==> src/rtl/hrd_pkg.sv <==
package hrd_pkg;

  typedef enum logic [1:0] {
    TGT_DRAM = 2'd0,
    TGT_GFX  = 2'd1,
    TGT_HUB  = 2'd2
  } tgt_e;

  typedef struct packed {
    tgt_e tgt;
    logic xlate;
    logic pref;
  } route_t;

  localparam int NWIN = 2;

  localparam logic [2:0] REG_TOM     = 3'd0;
  localparam logic [2:0] REG_W0_BASE = 3'd1;
  localparam logic [2:0] REG_W0_LIM  = 3'd2;
  localparam logic [2:0] REG_W1_BASE = 3'd3;
  localparam logic [2:0] REG_W1_LIM  = 3'd4;
  localparam logic [2:0] REG_AP_BASE = 3'd5;
  localparam logic [2:0] REG_AP_SIZE = 3'd6;

endpackage

==> src/rtl/hrd_aperture.sv <==
module hrd_aperture #(
  parameter int ADDR_W    = 32,
  parameter int GRAN_LG   = 20,
  parameter int AP_MIN_LG = 22,
  parameter int AP_STEPS  = 6
) (
  input  logic [AP_STEPS-1:0]         size_code,
  input  logic [ADDR_W-AP_MIN_LG-1:0] base_q,
  input  logic [ADDR_W-AP_MIN_LG-1:0] addr_hi,
  output logic [ADDR_W-AP_MIN_LG-1:0] mask,
  output logic                        hit,
  output logic [ADDR_W-GRAN_LG-1:0]   lo_gran,
  output logic [ADDR_W-GRAN_LG-1:0]   hi_gran
);
  localparam int APW  = ADDR_W - AP_MIN_LG;
  localparam int SUBW = AP_MIN_LG - GRAN_LG;
  localparam logic [AP_STEPS-1:0] ONES = '1;

  logic [APW-1:0] eff;

  // Size code to a mask over the aperture-granular address bits.
  always_comb begin
    int lg;
    lg = AP_STEPS;
    for (int k = 0; k <= AP_STEPS; k++) begin
      if (size_code == (ONES << k)) lg = k;
    end
    for (int j = 0; j < APW; j++) begin
      mask[j] = (j >= lg);
    end
  end

  assign eff     = base_q & mask;
  assign hit     = (addr_hi & mask) == eff;
  assign lo_gran = {eff, {SUBW{1'b0}}};
  assign hi_gran = {eff | ~mask, {SUBW{1'b1}}};

endmodule

==> src/rtl/hrd_window.sv <==
module hrd_window #(
  parameter int FW = 12
) (
  input  logic [FW-1:0] addr_hi,
  input  logic [FW-1:0] base,
  input  logic [FW-1:0] lim,
  input  logic [FW-1:0] ap_lo,
  input  logic [FW-1:0] ap_hi,
  output logic          en,
  output logic          hit,
  output logic          ovl
);
  assign en  = lim >= base;
  assign hit = (addr_hi >= base) && (addr_hi <= lim);
  assign ovl = en && (ap_lo <= lim) && (base <= ap_hi);
endmodule

==> src/rtl/hrd_cfg.sv <==
module hrd_cfg import hrd_pkg::*; #(
  parameter int ADDR_W    = 32,
  parameter int GRAN_LG   = 20,
  parameter int AP_MIN_LG = 22,
  parameter int AP_STEPS  = 6
) (
  input  logic                               clk,
  input  logic                               rst,
  input  logic                               we,
  input  logic [2:0]                         addr,
  input  logic [ADDR_W-1:0]                  wdata,
  input  logic [ADDR_W-AP_MIN_LG-1:0]        ap_mask,
  output logic [ADDR_W-GRAN_LG-1:0]          tom_q,
  output logic [NWIN-1:0][ADDR_W-GRAN_LG-1:0] w_base,
  output logic [NWIN-1:0][ADDR_W-GRAN_LG-1:0] w_lim,
  output logic [ADDR_W-AP_MIN_LG-1:0]        ap_base_q,
  output logic [AP_STEPS-1:0]                ap_size_q,
  output logic [ADDR_W-1:0]                  rdata
);
  logic [ADDR_W-1:0] rd_n;
  logic              unused_wbits;

  assign unused_wbits = ^wdata[GRAN_LG-1:AP_STEPS];

  always_ff @(posedge clk) begin
    if (rst) begin
      tom_q     <= '0;
      w_base    <= '1;
      w_lim     <= '0;
      ap_base_q <= '0;
      ap_size_q <= '0;
    end else if (we) begin
      case (addr)
        REG_TOM:     tom_q     <= wdata[ADDR_W-1:GRAN_LG];
        REG_W0_BASE: w_base[0] <= wdata[ADDR_W-1:GRAN_LG];
        REG_W0_LIM:  w_lim[0]  <= wdata[ADDR_W-1:GRAN_LG];
        REG_W1_BASE: w_base[1] <= wdata[ADDR_W-1:GRAN_LG];
        REG_W1_LIM:  w_lim[1]  <= wdata[ADDR_W-1:GRAN_LG];
        REG_AP_BASE: ap_base_q <= wdata[ADDR_W-1:AP_MIN_LG] & ap_mask;
        REG_AP_SIZE: ap_size_q <= wdata[AP_STEPS-1:0];
        default: ;
      endcase
    end
  end

  always_comb begin
    rd_n = '0;
    case (addr)
      REG_TOM:     rd_n[ADDR_W-1:GRAN_LG]   = tom_q;
      REG_W0_BASE: rd_n[ADDR_W-1:GRAN_LG]   = w_base[0];
      REG_W0_LIM:  rd_n[ADDR_W-1:GRAN_LG]   = w_lim[0];
      REG_W1_BASE: rd_n[ADDR_W-1:GRAN_LG]   = w_base[1];
      REG_W1_LIM:  rd_n[ADDR_W-1:GRAN_LG]   = w_lim[1];
      REG_AP_BASE: rd_n[ADDR_W-1:AP_MIN_LG] = ap_base_q & ap_mask;
      REG_AP_SIZE: rd_n[AP_STEPS-1:0]       = ap_size_q;
      default: ;
    endcase
  end

  always_ff @(posedge clk) begin
    if (rst) rdata <= '0;
    else     rdata <= rd_n;
  end

  // low aperture-base bits never read back as ones
  p_apbase_low_zero_r5: assert property (@(posedge clk) disable iff (rst)
    addr == REG_AP_BASE |=> rdata[AP_MIN_LG-1:0] == '0);

endmodule

==> src/rtl/hostmem_route.sv <==
module hostmem_route import hrd_pkg::*; #(
  parameter int ADDR_W    = 32,
  parameter int GRAN_LG   = 20,
  parameter int AP_MIN_LG = 22,
  parameter int AP_STEPS  = 6
) (
  input  logic              clk,
  input  logic              rst,
  input  logic              cfg_we,
  input  logic [2:0]        cfg_addr,
  input  logic [ADDR_W-1:0] cfg_wdata,
  output logic [ADDR_W-1:0] cfg_rdata,
  input  logic              lk_valid,
  input  logic [ADDR_W-1:0] lk_addr,
  output logic              res_valid,
  output logic [1:0]        res_tgt,
  output logic              res_xlate,
  output logic              res_pref,
  output logic              cfg_err
);
  localparam int FW  = ADDR_W - GRAN_LG;
  localparam int APW = ADDR_W - AP_MIN_LG;

  logic [FW-1:0]            tom_q;
  logic [NWIN-1:0][FW-1:0]  w_base, w_lim;
  logic [APW-1:0]           ap_base_q, ap_mask;
  logic [AP_STEPS-1:0]      ap_size_q;
  logic [FW-1:0]            ap_lo, ap_hi, addr_hi;
  logic                     ap_hit, above_tom;
  logic [NWIN-1:0]          win_en, win_hit, win_ovl;
  route_t                   route_n, res_q;
  logic                     res_valid_q, cfg_err_q;
  logic                     unused_lo;

  assign addr_hi   = lk_addr[ADDR_W-1:GRAN_LG];
  assign unused_lo = ^lk_addr[GRAN_LG-1:0];

  hrd_cfg #(
    .ADDR_W(ADDR_W), .GRAN_LG(GRAN_LG), .AP_MIN_LG(AP_MIN_LG), .AP_STEPS(AP_STEPS)
  ) u_cfg (
    .clk(clk), .rst(rst), .we(cfg_we), .addr(cfg_addr), .wdata(cfg_wdata),
    .ap_mask(ap_mask), .tom_q(tom_q), .w_base(w_base), .w_lim(w_lim),
    .ap_base_q(ap_base_q), .ap_size_q(ap_size_q), .rdata(cfg_rdata)
  );

  hrd_aperture #(
    .ADDR_W(ADDR_W), .GRAN_LG(GRAN_LG), .AP_MIN_LG(AP_MIN_LG), .AP_STEPS(AP_STEPS)
  ) u_ap (
    .size_code(ap_size_q), .base_q(ap_base_q),
    .addr_hi(lk_addr[ADDR_W-1:AP_MIN_LG]), .mask(ap_mask), .hit(ap_hit),
    .lo_gran(ap_lo), .hi_gran(ap_hi)
  );

  for (genvar w = 0; w < NWIN; w++) begin : g_win
    hrd_window #(.FW(FW)) u_win (
      .addr_hi(addr_hi), .base(w_base[w]), .lim(w_lim[w]),
      .ap_lo(ap_lo), .ap_hi(ap_hi),
      .en(win_en[w]), .hit(win_hit[w]), .ovl(win_ovl[w])
    );

    // a disabled window never claims an address
    p_disabled_quiet_r3: assert property (@(posedge clk) disable iff (rst)
      !win_en[w] |-> !win_hit[w] && !win_ovl[w]);
  end

  assign above_tom = addr_hi >= tom_q;

  always_comb begin
    route_n = '{tgt: TGT_DRAM, xlate: 1'b0, pref: 1'b0};
    if (ap_hit)          route_n.xlate = 1'b1;
    else if (win_hit[0]) route_n.tgt   = TGT_GFX;
    else if (win_hit[1]) route_n = '{tgt: TGT_GFX, xlate: 1'b0, pref: 1'b1};
    else if (above_tom)  route_n.tgt   = TGT_HUB;
  end

  always_ff @(posedge clk) begin
    if (rst) begin
      res_valid_q <= 1'b0;
      res_q       <= '{tgt: TGT_DRAM, xlate: 1'b0, pref: 1'b0};
      cfg_err_q   <= 1'b0;
    end else begin
      res_valid_q <= lk_valid;
      if (lk_valid) res_q <= route_n;
      cfg_err_q   <= |win_ovl;
    end
  end

  assign res_valid = res_valid_q;
  assign res_tgt   = res_q.tgt;
  assign res_xlate = res_q.xlate;
  assign res_pref  = res_q.pref;
  assign cfg_err   = cfg_err_q;

  // result valid follows the request by one cycle
  p_valid_follow_r12: assert property (@(posedge clk) disable iff (rst)
    lk_valid |=> res_valid);
  p_valid_idle_r12: assert property (@(posedge clk) disable iff (rst)
    !lk_valid |=> !res_valid);
  // translation flag only with the DRAM target
  p_xlate_dram_r6: assert property (@(posedge clk) disable iff (rst)
    res_valid && res_xlate |-> res_tgt == TGT_DRAM);
  // second-window flag only with the graphics-bus target
  p_pref_gfx_r2: assert property (@(posedge clk) disable iff (rst)
    res_valid && res_pref |-> res_tgt == TGT_GFX && !res_xlate);
  // hub target only at or above top-of-memory
  p_hub_above_tom_r8: assert property (@(posedge clk) disable iff (rst)
    res_valid && res_tgt == TGT_HUB |->
      $past(lk_addr[ADDR_W-1:GRAN_LG]) >= $past(tom_q));

endmodule

==> config.mk <==
export PLATFORM = sky130hd
export DESIGN_NAME = hostmem_route
export DESIGN_NICKNAME = d
export VERILOG_FILES = /design/src/rtl/hrd_pkg.sv /design/src/rtl/hrd_aperture.sv /design/src/rtl/hrd_window.sv /design/src/rtl/hrd_cfg.sv /design/src/rtl/hostmem_route.sv
export SDC_FILE = /design/constraint.sdc
export NUM_CORES = 1
export LEC_CHECK = 0
export CORE_MARGIN = 2
export CORE_UTILIZATION = 40
export DETAILED_ROUTE_END_ITERATION = 12
export MAX_ROUTING_LAYER = met4
export PLACE_DENSITY = 0.66
export SLEW_MARGIN = 15
export SYNTH_ARGS = -nofsm -noshare
export SYNTH_HDL_FRONTEND = slang
export SYNTH_SLANG_ARGS = --single-unit
==> constraint.sdc <==
create_clock -name clk -period 2.7 [get_ports clk]
set_clock_uncertainty 0.15 [all_clocks]
set_input_delay 0.27 -clock clk [delete_from_list [all_inputs] [get_ports clk]]
set_output_delay 0.27 -clock clk [all_outputs]
set_load 0.1 [all_outputs]
==> results of run 1 <==
-- worst max path at each step --
stage	cells after the start	start	to
4_1_cts	10	u_cfg.ap_size_q[0]	cfg_err
3_5_place_dp	9	lk_addr[21]	res_tgt[0]
2_1_floorplan	11	u_cfg.ap_size_q[4]	cfg_err
3_3_place_gp	9	lk_addr[22]	res_tgt[0]
5_1_grt	10	u_cfg.ap_size_q[2]	cfg_err
6_report	10	u_cfg.ap_size_q[2]	cfg_err
-- registers in the layout, indices dropped and copies added (netlist names) --
| signal | count |
|---|---|
| res_xlate | 1 |
| cfg_err | 1 |
| u_cfg.w_base | 24 |
| res_tgt | 2 |
| u_cfg.rdata | 18 |
| res_valid | 1 |
| res_pref | 1 |
| u_cfg.tom_q | 12 |
| u_cfg.w_lim | 24 |
| u_cfg.ap_size_q | 6 |
| u_cfg.ap_base_q | 10 |
-- final cells by class --
type | count | area, um^2 | share of cell area, %
clock buffer | 10 | 229 | 2.67
clock inverter | 6 | 46.3 | 0.539
inverter | 66 | 248 | 2.88
multi-input combinational | 690 | 4800 | 55.9
sequential | 100 | 2000 | 23.3
tap | 229 | 287 | 3.34
timing repair buffer | 119 | 973 | 11.3
-- per-layer routing --
layer  wire length (um)  track usage, %  vias to the layer above
met3               1460            4.09                       43
met2              10000            37.4                      244
met1              10100            31.5                     3089
met5                  0               -                        -
met4                722            8.70                        0
li1                   -               -                     3305
-- through the flow --
| step | setup slack, ns | instance area (um^2) | total power, W | hold slack [ns] | TNS [ns] |
|---|---|---|---|---|---|
| 5_1_grt | -0.0545 | 8590 | 0.00372 | 0.306 | -0.0545 |
| 3_3_place_gp | -0.00642 | 8290 | 0.00233 | 0.308 | -0.00642 |
| 2_1_floorplan | 0.263 | 7270 | 0.00209 | 0.238 | 0 |
| 4_1_cts | 0.0352 | 8560 | 0.00359 | 0.281 | 0 |
| 3_5_place_dp | -0.0277 | 8290 | 0.00234 | 0.314 | -0.0277 |
| 6_report | 0.0665 | 8590 | 0.00358 | 0.285 | 0 |
-- critical path, cell delays in order, from the launching register on --
cell	delay, ns
sky130_fd_sc_hd__dfxtp_1	0.33
sky130_fd_sc_hd__and2_1	0.18
sky130_fd_sc_hd__o21ai_1	0.22
sky130_fd_sc_hd__o21ai_2	0.16
sky130_fd_sc_hd__nor2b_1	0.19
sky130_fd_sc_hd__ha_1	0.30
sky130_fd_sc_hd__nand4_1	0.12
sky130_fd_sc_hd__buf_4	0.15
sky130_fd_sc_hd__or3_1	0.36
sky130_fd_sc_hd__a32o_1	0.26
sky130_fd_sc_hd__o22ai_1	0.13
-- kinds of logic after synthesis --
family / Yosys count / share of synthesized area, %
and+or+nand+nor: 319 / 20.6
AOI/OAI and AO/OA: 200 / 17.6
adders and majority gates: 124 / 21.5
buffers and inverters: 113 / 6.77
DFF: 100 / 27.7
muxes: 23 / 4.61
xor gates and xnor gates: 10 / 1.21
other: 1 / 0.0519
-- power by group through the flow --
stage	logic [W]	clock network (W)	registers [W]
after floorplan	0.000435	0	0.00165
after global placement	0.000752	0	0.00158
after detailed placement	0.000759	0	0.00158
after CTS	0.000762	0.00128	0.00155
after global routing	0.000831	0.00133	0.00155
final	0.000765	0.00126	0.00155
-- synthesized netlist by cell type (5+ instances only) --
library cell and count:
sky130_fd_sc_hd__o21a_1 5, sky130_fd_sc_hd__o21ai_0 20, sky130_fd_sc_hd__mux4_2 8, sky130_fd_sc_hd__dfxtp_1 100, sky130_fd_sc_hd__nor2_1 70, sky130_fd_sc_hd__nor2b_1 12, sky130_fd_sc_hd__o211ai_1 6, sky130_fd_sc_hd__a31oi_1 7
sky130_fd_sc_hd__inv_1 66, sky130_fd_sc_hd__clkbuf_1 25, sky130_fd_sc_hd__nand2b_1 10, sky130_fd_sc_hd__nor3_1 7, sky130_fd_sc_hd__xor2_1 10, sky130_fd_sc_hd__ha_1 124, sky130_fd_sc_hd__o21ai_1 5, sky130_fd_sc_hd__buf_4 16
sky130_fd_sc_hd__a211oi_1 13, sky130_fd_sc_hd__nand4_1 25, sky130_fd_sc_hd__and2_1 15, sky130_fd_sc_hd__a21oi_1 88, sky130_fd_sc_hd__a21o_1 13, sky130_fd_sc_hd__nand2_1 134, sky130_fd_sc_hd__nand3_1 17, sky130_fd_sc_hd__nand3b_1 13
sky130_fd_sc_hd__a211o_1 17, sky130_fd_sc_hd__mux2i_1 13
==> metrics.yaml, run 1 <==
run_status: "finished, final reports clean"
irDropWorstVdd_v: 0.000249
reg2reg_to: "cfg_err"
chipHeight_um: 138
min_period_ns: 2.63
power.net_switching_w: 0.00117
ys_ff_latch: 100
drc: 0
yosys.cell_types.count: 58
layout_worst_path_cycle_share_pct: 97.5
postSynth.asyncResetShare_pct: 0
netlist.top_cell.by_area: "sky130_fd_sc_hd__dfxtp_1"
max_capacitance_violation_count: 0
final_common_cell: "sky130_fd_sc_hd__nand2_1"
dominantRegCellSynth: "sky130_fd_sc_hd__dfxtp_1"
grt.overflow.total: 0
holdPathStages: 2
top_library_cells_by_usage_in_the_layout_fill_and_taps_aside: "sky130_fd_sc_hd__nand2_1 (134), sky130_fd_sc_hd__ha_1 (124), sky130_fd_sc_hd__dfxtp_1 (100)"
drt_wirelength_mm: 22.3
post_cts.repair.setup_buffers: 0
initial_core_util_pct: 40.5
end_kind: "flop"
area.growth.synth_to_final_pct: 18.9
switching_share_pct: 32.6
syn_inst: 890
worstSetupPathType: "reg -> reg"
gp_congestion: 0.986
vias_per_cell: 5.48
yosys_warning_total: 0
core_um2: 17800
synth.area.top_cells: "sky130_fd_sc_hd__dfxtp_1 (28%), sky130_fd_sc_hd__ha_1 (21%), sky130_fd_sc_hd__nand2_1 (7.0%), sky130_fd_sc_hd__a21oi_1 (6.1%), sky130_fd_sc_hd__nor2_1 (3.6%)"
final-hold-violation-count: 0
worst_hold_path_type: "in -> reg"
p_seq_share_pct: 43.3
regToRegSetupSlack_ns: 0.07
grt_antenna_before_repair: 0
cts.reportedPaths.clkPinSlew_ns: 0.07
critical_path.startpoint_type: "flop"
insertion_delay_ns: 0.36
finalNonFillerCells: 1220
synth_area_um2: 7220
hold_buf_count_cts: 0
fillCellCount: 1732
tritoncts: "done"
dr_total_vias: 6681
worstHoldStart: "rst"
count_of_flip_flops_with_a_built_in_enable_after_synthesis: 0
rows: 49
largest_net_degree_at_the_start_of_global_routing: 31
fp.dieW_um: 138
synthesis.area_per_instance_um2: 8.11
finalNetCount: 1181
die-area_um2: 19100
synth_sequential_area_ratio_pct: 27.7
slew_viol_final: 0
final_core_utilization_pct: 48.1
finalSetupViolCount: 0
crit_arrival_ns: 2.77
p_comb_share_pct: 21.4
power.static_leakage_nw: 3.97
clkSinkCount: 100
synth_top_cell_area_share_pct: 27.7
hold_end: "res_xlate"
first_global_vias: 6478
drive_gt1_share_pct: 12.8
htree_num_levels: 3
drt_first_pass_iters: 5
reg2regPathDepth: 10
post_cts_resized: 0
power-per-cell-area_nw_per_um2: 416
detail_route.wl_per_cell_um: 18.3
clockRootBuffer: "sky130_fd_sc_hd__clkbuf_16"
max_freq_mhz: 380
clockPowerShare_pct: 35.3
crit-reg2reg-launch: "u_cfg.ap_size_q[2]"
cellInternalPower_w: 0.00241
initialDrtViolationCount: 440
path_max_fanout: 4
antenna-diode-count: 0
dpl.hpwl_mm: 18.1
dp.cells: 1204
buffer_depth_of_the_longest_clock_path: 2
cp_data_required_time_ns: 2.84
ios: 109
slew-limit-headroom_pct: 54.7
antenna_violating_nets_post_route: 0
track_usage_pct: 24.0
port_buffers: 60
grt_pass1_wl_mm: 34.9
timing_worst_slew_pin_value_ns: 0.679
cts_inserted_buffers: 9
No activity file was read; power rests on OpenSTA's default activity.
==> run 2, diff against run 1 <==
--- a/config.mk
+++ b/config.mk
@@ -8,7 +8,6 @@
 export CORE_MARGIN = 2
 export CORE_UTILIZATION = 40
 export DETAILED_ROUTE_END_ITERATION = 12
-export MAX_ROUTING_LAYER = met4
 export PLACE_DENSITY = 0.66
 export SLEW_MARGIN = 15
 export SYNTH_ARGS = -nofsm -noshare
==> metrics.yaml, run 2 (synthesized netlist as in run 1, its figures left out) <==
antenna-diode-count: 0  # unchanged
worst_hold_path_type: "in -> reg"
cts_inserted_buffers: 9  # unchanged
largest_net_degree_at_the_start_of_global_routing: 32  # +3.2%
area.growth.synth_to_final_pct: 19.5
met2WireLength_mm: 10.1  # +0.98%
antenna_violating_nets_post_route: 0  # unchanged
final-hold-violation-count: 0  # unchanged
grt.overflow.total: 0  # unchanged
clkSinkCount: 100  # unchanged
final_common_cell: "sky130_fd_sc_hd__nand2_1"
initial_core_util_pct: 40.5  # unchanged
drc: 0  # unchanged
final_core_utilization_pct: 48.4  # +0.22 points
top_library_cells_by_usage_in_the_layout_fill_and_taps_aside: "sky130_fd_sc_hd__nand2_1 (134), sky130_fd_sc_hd__ha_1 (124), sky130_fd_sc_hd__dfxtp_1 (98)"
drive_gt1_share_pct: 13.5  # +0.71 points
port_buffers: 60  # unchanged
buffer_depth_of_the_longest_clock_path: 2  # unchanged
max_freq_mhz: 387  # +2.0%
drt_first_pass_iters: 7  # +2
dpl.hpwl_mm: 18.1  # +0.20%
cts.reportedPaths.clkPinSlew_ns: 0.07  # about the same
dr_total_vias: 6704  # +0.34%
cp_data_required_time_ns: 2.84  # about the same
cp_cell_sequence: "and3_1 > o21a_1 > and2_1 > ha_1 > a21o_1 > a21o_1 > a211oi_2 > o211ai_1 > a211o_1 > o22ai_1"
crit_arrival_ns: 2.73  # -0.04 ns
slew-limit-headroom_pct: 59.0  # +4.3 points
die-area_um2: 19100  # unchanged
critical_path.startpoint_type: "flop"
met3_wirelength_mm: 1.32  # -9.7%
top_layer_used: "met4"
max_capacitance_violation_count: 0  # unchanged
fp.dieW_um: 138  # unchanged
top_regs: "u_cfg.w_base: 24 flops, u_cfg.w_lim: 24 flops, u_cfg.rdata: 18 flops"
finalNetCount: 1181  # unchanged
path_max_fanout: 4  # unchanged
rows: 49  # unchanged
detail_route.wl_per_cell_um: 18.4  # +0.46%
core_um2: 17800  # unchanged
worst_hold_slack_ns: 0.170  # -0.115 ns
insertion_delay_ns: 0.36  # about the same
tritoncts: "done"
vias_per_cell: 5.50  # +0.34%
dp.cells: 1203  # -0.083%
power-per-cell-area_nw_per_um2: 414  # -0.63%
end_kind: "flop"
clockRootBuffer: "sky130_fd_sc_hd__clkbuf_16"
critical-path-slowest-cell: "sky130_fd_sc_hd__dfxtp_1"
timing_worst_slew_pin_value_ns: 0.613  # -0.0668 ns
track_usage_pct: 23.5  # -0.49 points
cp_common_cell: "sky130_fd_sc_hd__a21o_1"
min_period_ns: 2.58  # -0.0515 ns
htree_num_levels: 3  # unchanged
chipHeight_um: 138  # unchanged
finalSetupViolCount: 0  # unchanged
grt_antenna_before_repair: 0  # unchanged
finalNonFillerCells: 1220  # unchanged
grt_pass1_wl_mm: 35.2  # +0.79%
first_global_vias: 6446  # -0.49%
worstSetupPathType: "reg -> reg"
highest_cell_delay_on_the_worst_timing_path_ns: 0.36  # about the same
power.static_leakage_nw: 3.98  # +0.32%
drt_wirelength_mm: 22.4  # +0.46%
wl_met1_mm: 10.2  # +0.90%
gp_congestion: 0.944  # -4.3%
run_status: "finished, final reports clean"
initialDrtViolationCount: 462  # +5.0%
slew_viol_final: 0  # unchanged
irDropWorstVdd_v: 0.000327  # +31%
layout_worst_path_cycle_share_pct: 95.6  # -1.9 points
ios: 109  # unchanged
[run 2: cell type report]
| class | instances | area, um^2 |
|---|---|---|
| Clock buffer | 10 | 229 |
| Inverter | 66 | 248 |
| Timing Repair Buffer | 119 | 973 |
| Sequential cell | 100 | 2000 |
| Clock inverter | 6 | 48.8 |
| Tap cell | 229 | 287 |
| Fill cell | 1712 | 9210 |
| Multi-Input combinational cell | 690 | 4840 |
[run 2: metal layers]
metal | vias to the layer above | global-route usage (%)
li1 | 3308 | -
met1 | 3136 | 32.4
met2 | 220 | 36.8
met3 | 40 | 3.67
met4 | 0 | 9.83
met5 | - | 0
[run 2: path summary, 6_finish.rpt]
path	startpoint	endpoint	slack, ns	cells after the start
max reg2reg	u_cfg.ap_size_q[3]	cfg_err	0.12	10
min	rst	res_xlate	0.17	2
min reg2reg	u_cfg.tom_q[7]	u_cfg.tom_q[7]	0.33	2
max	u_cfg.ap_size_q[3]	cfg_err	0.12	10
[run 2: worst max-delay path, delay by kind of cell (launching register included)]
family	cells	cell delay (ns)
DFF	1	0.36
adders and majority gates	1	0.25
and+or+nand+nor	2	0.46
AOI/OAI and AO/OA	7	1.29
[run 2: repair_timing]
action / in CTS / in global routing
hold buffers: 0 / 0
endpoints found under the setup margin: 0 / 1
gates resized for setup: 0 / 18
setup buffers: 0 / 1
[run 2: per-stage QoR]
stage          worst slack (ns)  cell area, um^2  total power (W)  setup TNS, ns
2_1_floorplan             0.263             7270          0.00209              0
3_3_place_gp            -0.0217             8280          0.00233        -0.0422
3_5_place_dp            -0.0276             8280          0.00234        -0.0642
4_1_cts                  0.0412             8560          0.00359              0
5_1_grt                 -0.0194             8630          0.00373        -0.0194
6_report                  0.118             8630          0.00357              0
[run 2: power by group]
part | leakage (nW) | total, W | internal (W) | switching [W]
Sequential | 0.813 | 0.00155 | 0.00151 | 0.0000362
Clock | 0.131 | 0.00125 | 0.000635 | 0.000618
Combinational | 3.04 | 0.000768 | 0.000266 | 0.000502
==> run 3, diff against run 2 <==
--- a/config.mk
+++ b/config.mk
@@ -5,11 +5,11 @@
 export SDC_FILE = /design/constraint.sdc
 export NUM_CORES = 1
 export LEC_CHECK = 0
+export CORE_ASPECT_RATIO = 0.8
 export CORE_MARGIN = 2
 export CORE_UTILIZATION = 40
 export DETAILED_ROUTE_END_ITERATION = 12
 export PLACE_DENSITY = 0.66
-export SLEW_MARGIN = 15
 export SYNTH_ARGS = -nofsm -noshare
 export SYNTH_HDL_FRONTEND = slang
 export SYNTH_SLANG_ARGS = --single-unit
==> metrics.yaml, run 3 (synthesized netlist as in run 1, its figures left out) <==
cts_inserted_buffers: 9  # unchanged
clkSinkCount: 100  # unchanged
grt_pass1_wl_mm: 34.2  # -3.0%
final_common_cell: "sky130_fd_sc_hd__nand2_1"
ios: 109  # unchanged
dpl-instance-area_um2: 8180  # -1.3%
gp_congestion: 0.963  # +2.1%
max_capacitance_violation_count: 0  # unchanged
port_buffers: 60  # unchanged
finalSetupViolCount: 0  # unchanged
grt_util_met2_pct: 34.9  # -1.9 points
crit_arrival_ns: 2.66  # -0.07 ns
antenna_violating_nets_post_route: 0  # unchanged
initialDrtViolationCount: 632  # +37%
dr_total_vias: 6637  # -1.0%
cp_cell_sequence: "buf_4 > nand3b_1 > o21ai_2 > and2_1 > ha_1 > nand4_1 > nor2_1 > a211oi_2 > o211ai_1 > a211o_1 > o22ai_2"
chipHeight_um: 124  # -10%
run_status: "finished, final reports clean"
drive_gt1_share_pct: 12.2  # -1.3 points
buffer_depth_of_the_longest_clock_path: 2  # unchanged
top_library_cells_by_usage_in_the_layout_fill_and_taps_aside: "sky130_fd_sc_hd__nand2_1 (134), sky130_fd_sc_hd__ha_1 (124), sky130_fd_sc_hd__dfxtp_1 (99)"
drt_wirelength_mm: 22.5  # +0.39%
timing.critical_path.buf_inv: 1  # +1
layout_worst_path_cycle_share_pct: 93.6  # -2.1 points
die-area_um2: 19200  # about the same
min_period_ns: 2.53  # -0.0557 ns
grt.met1_usage_pct: 34.2  # +1.8 points
power-per-cell-area_nw_per_um2: 421  # +1.7%
timing.setup.tns_ns: 0  # unchanged
grt.overflow.total: 0  # unchanged
finalNonFillerCells: 1201  # -1.6%
dp.cells: 1184  # -1.6%
rows: 43  # -12%
timing_worst_slew_pin_value_ns: 0.821  # +0.209 ns
grt_most_used_layer: "met2"
first_global_vias: 6056  # -6.1%
area.growth.synth_to_final_pct: 18.1
finalNetCount: 1166  # -1.3%
end_kind: "flop"
worstSetupPathType: "reg -> reg"
cp_data_required_time_ns: 2.84  # about the same
insertion_delay_ns: 0.36  # about the same
final-hold-violation-count: 0  # unchanged
irDropWorstVdd_v: 0.000255  # -22%
max_freq_mhz: 396  # +2.2%
critical-path-slowest-cell: "sky130_fd_sc_hd__dfxtp_1"
dpl.hpwl_mm: 18.3  # +1.3%
detail_route.wl_per_cell_um: 18.7  # +2.0%
vias_per_cell: 5.53  # +0.57%
grt_antenna_before_repair: 0  # unchanged
gr-usage-met3_pct: 6.26  # +2.6 points
fp.dieW_um: 154  # +11%
clockRootBuffer: "sky130_fd_sc_hd__clkbuf_16"
crit_family: "compound AO/OA/AOI/OAI gates"
antenna-diode-count: 0  # unchanged
core_um2: 17500  # -2.0%
drc: 0  # unchanged
worst_hold_path_type: "in -> reg"
drt_first_pass_iters: 8  # +1
power.static_leakage_nw: 3.91  # -1.8%
slew-limit-headroom_pct: 45.0  # -14 points
slew_viol_final: 0  # unchanged
highest_cell_delay_on_the_worst_timing_path_ns: 0.34  # -0.02 ns
fillCellCount: 1680  # -1.9%
track_usage_pct: 23.6  # +0.12 points
largest_net_degree_at_the_start_of_global_routing: 45  # +41%
final_area_um2: 8530  # -1.2%
top_regs: "u_cfg.w_base: 24 flops, u_cfg.w_lim: 24 flops, u_cfg.rdata: 18 flops"
cts.reportedPaths.clkPinSlew_ns: 0.07  # about the same
rsz0062_at_grt: "no"
initial_core_util_pct: 41.3  # +0.82 points
htree_num_levels: 3  # unchanged
path_max_fanout: 5  # +1
critical_path.startpoint_type: "flop"
tritoncts: "done"
[run 3: power by group]
part / leakage (nW) / switching (W) / internal, W
registers: 0.813 / 0.0000388 / 0.00151
logic: 2.96 / 0.000497 / 0.000259
clock network: 0.132 / 0.000638 / 0.000643
total: 3.91 / 0.00117 / 0.00241
[run 3: path summary, 6_finish.rpt]
kind | end | start | slack [ns] | depth (start not counted)
max | cfg_err | u_cfg.ap_size_q[2] | 0.17 | 11
min | res_xlate | rst | 0.23 | 2
max reg2reg | cfg_err | u_cfg.ap_size_q[2] | 0.17 | 11
min reg2reg | u_cfg.w_lim[18] | u_cfg.w_lim[18] | 0.34 | 2
[run 3: area by class of cell]
class,instances,area (um^2),share of cell area [%]
Clock buffer,10,229,2.69
Clock inverter,6,57.6,0.675
Inverter,66,248,2.91
Multi-Input combinational cell,690,4830,56.7
Sequential cell,100,2000,23.5
Tap cell,225,282,3.30
Timing Repair Buffer,104,873,10.2
[run 3: stage by stage]
| step | total power, W | util (%) | hold slack [ns] | setup slack, ns |
|---|---|---|---|---|
| global placement | 0.00232 | 46.8 | 0.311 | 0.0324 |
| floorplan | 0.00209 | - | 0.238 | 0.263 |
| detailed placement | 0.00233 | 46.8 | 0.319 | 0.0353 |
| CTS | 0.00359 | 48.4 | 0.228 | 0.0805 |
| finish | 0.00359 | 48.8 | 0.225 | 0.174 |
| global route | 0.00370 | 48.8 | 0.265 | 0.0515 |
[run 3: worst register-to-register path, delay by kind of cell (launching register included)]
| family | cells | cell delay, ns |
|---|---|---|
| flip-flops | 1 | 0.34 |
| buffers and inverters | 1 | 0.16 |
| AO/OA/AOI/OAI | 5 | 0.97 |
| adder cells (fa/ha/maj) | 1 | 0.27 |
| AND/OR/NAND/NOR | 4 | 0.55 |
[run 3: repair_timing]
| action | 4_1_cts | 5_1_grt |
|---|---|---|
| gates resized for setup | 0 | 16 |
| buffers inserted | 0 | 1 |
| endpoints found under the setup margin | 0 | 1 |
| hold buffers | 0 | 0 |
[run 3: per-layer routing]
| metal | wire length [um] | part of all wire (%) | vias up |
|---|---|---|---|
| met5 | 0 | 0 | - |
| met4 | 367 | 1.6 | 0 |
| met3 | 2040 | 9.1 | 22 |
| met2 | 9240 | 41 | 254 |
| met1 | 10900 | 48 | 3079 |
| li1 | - | - | 3282 |
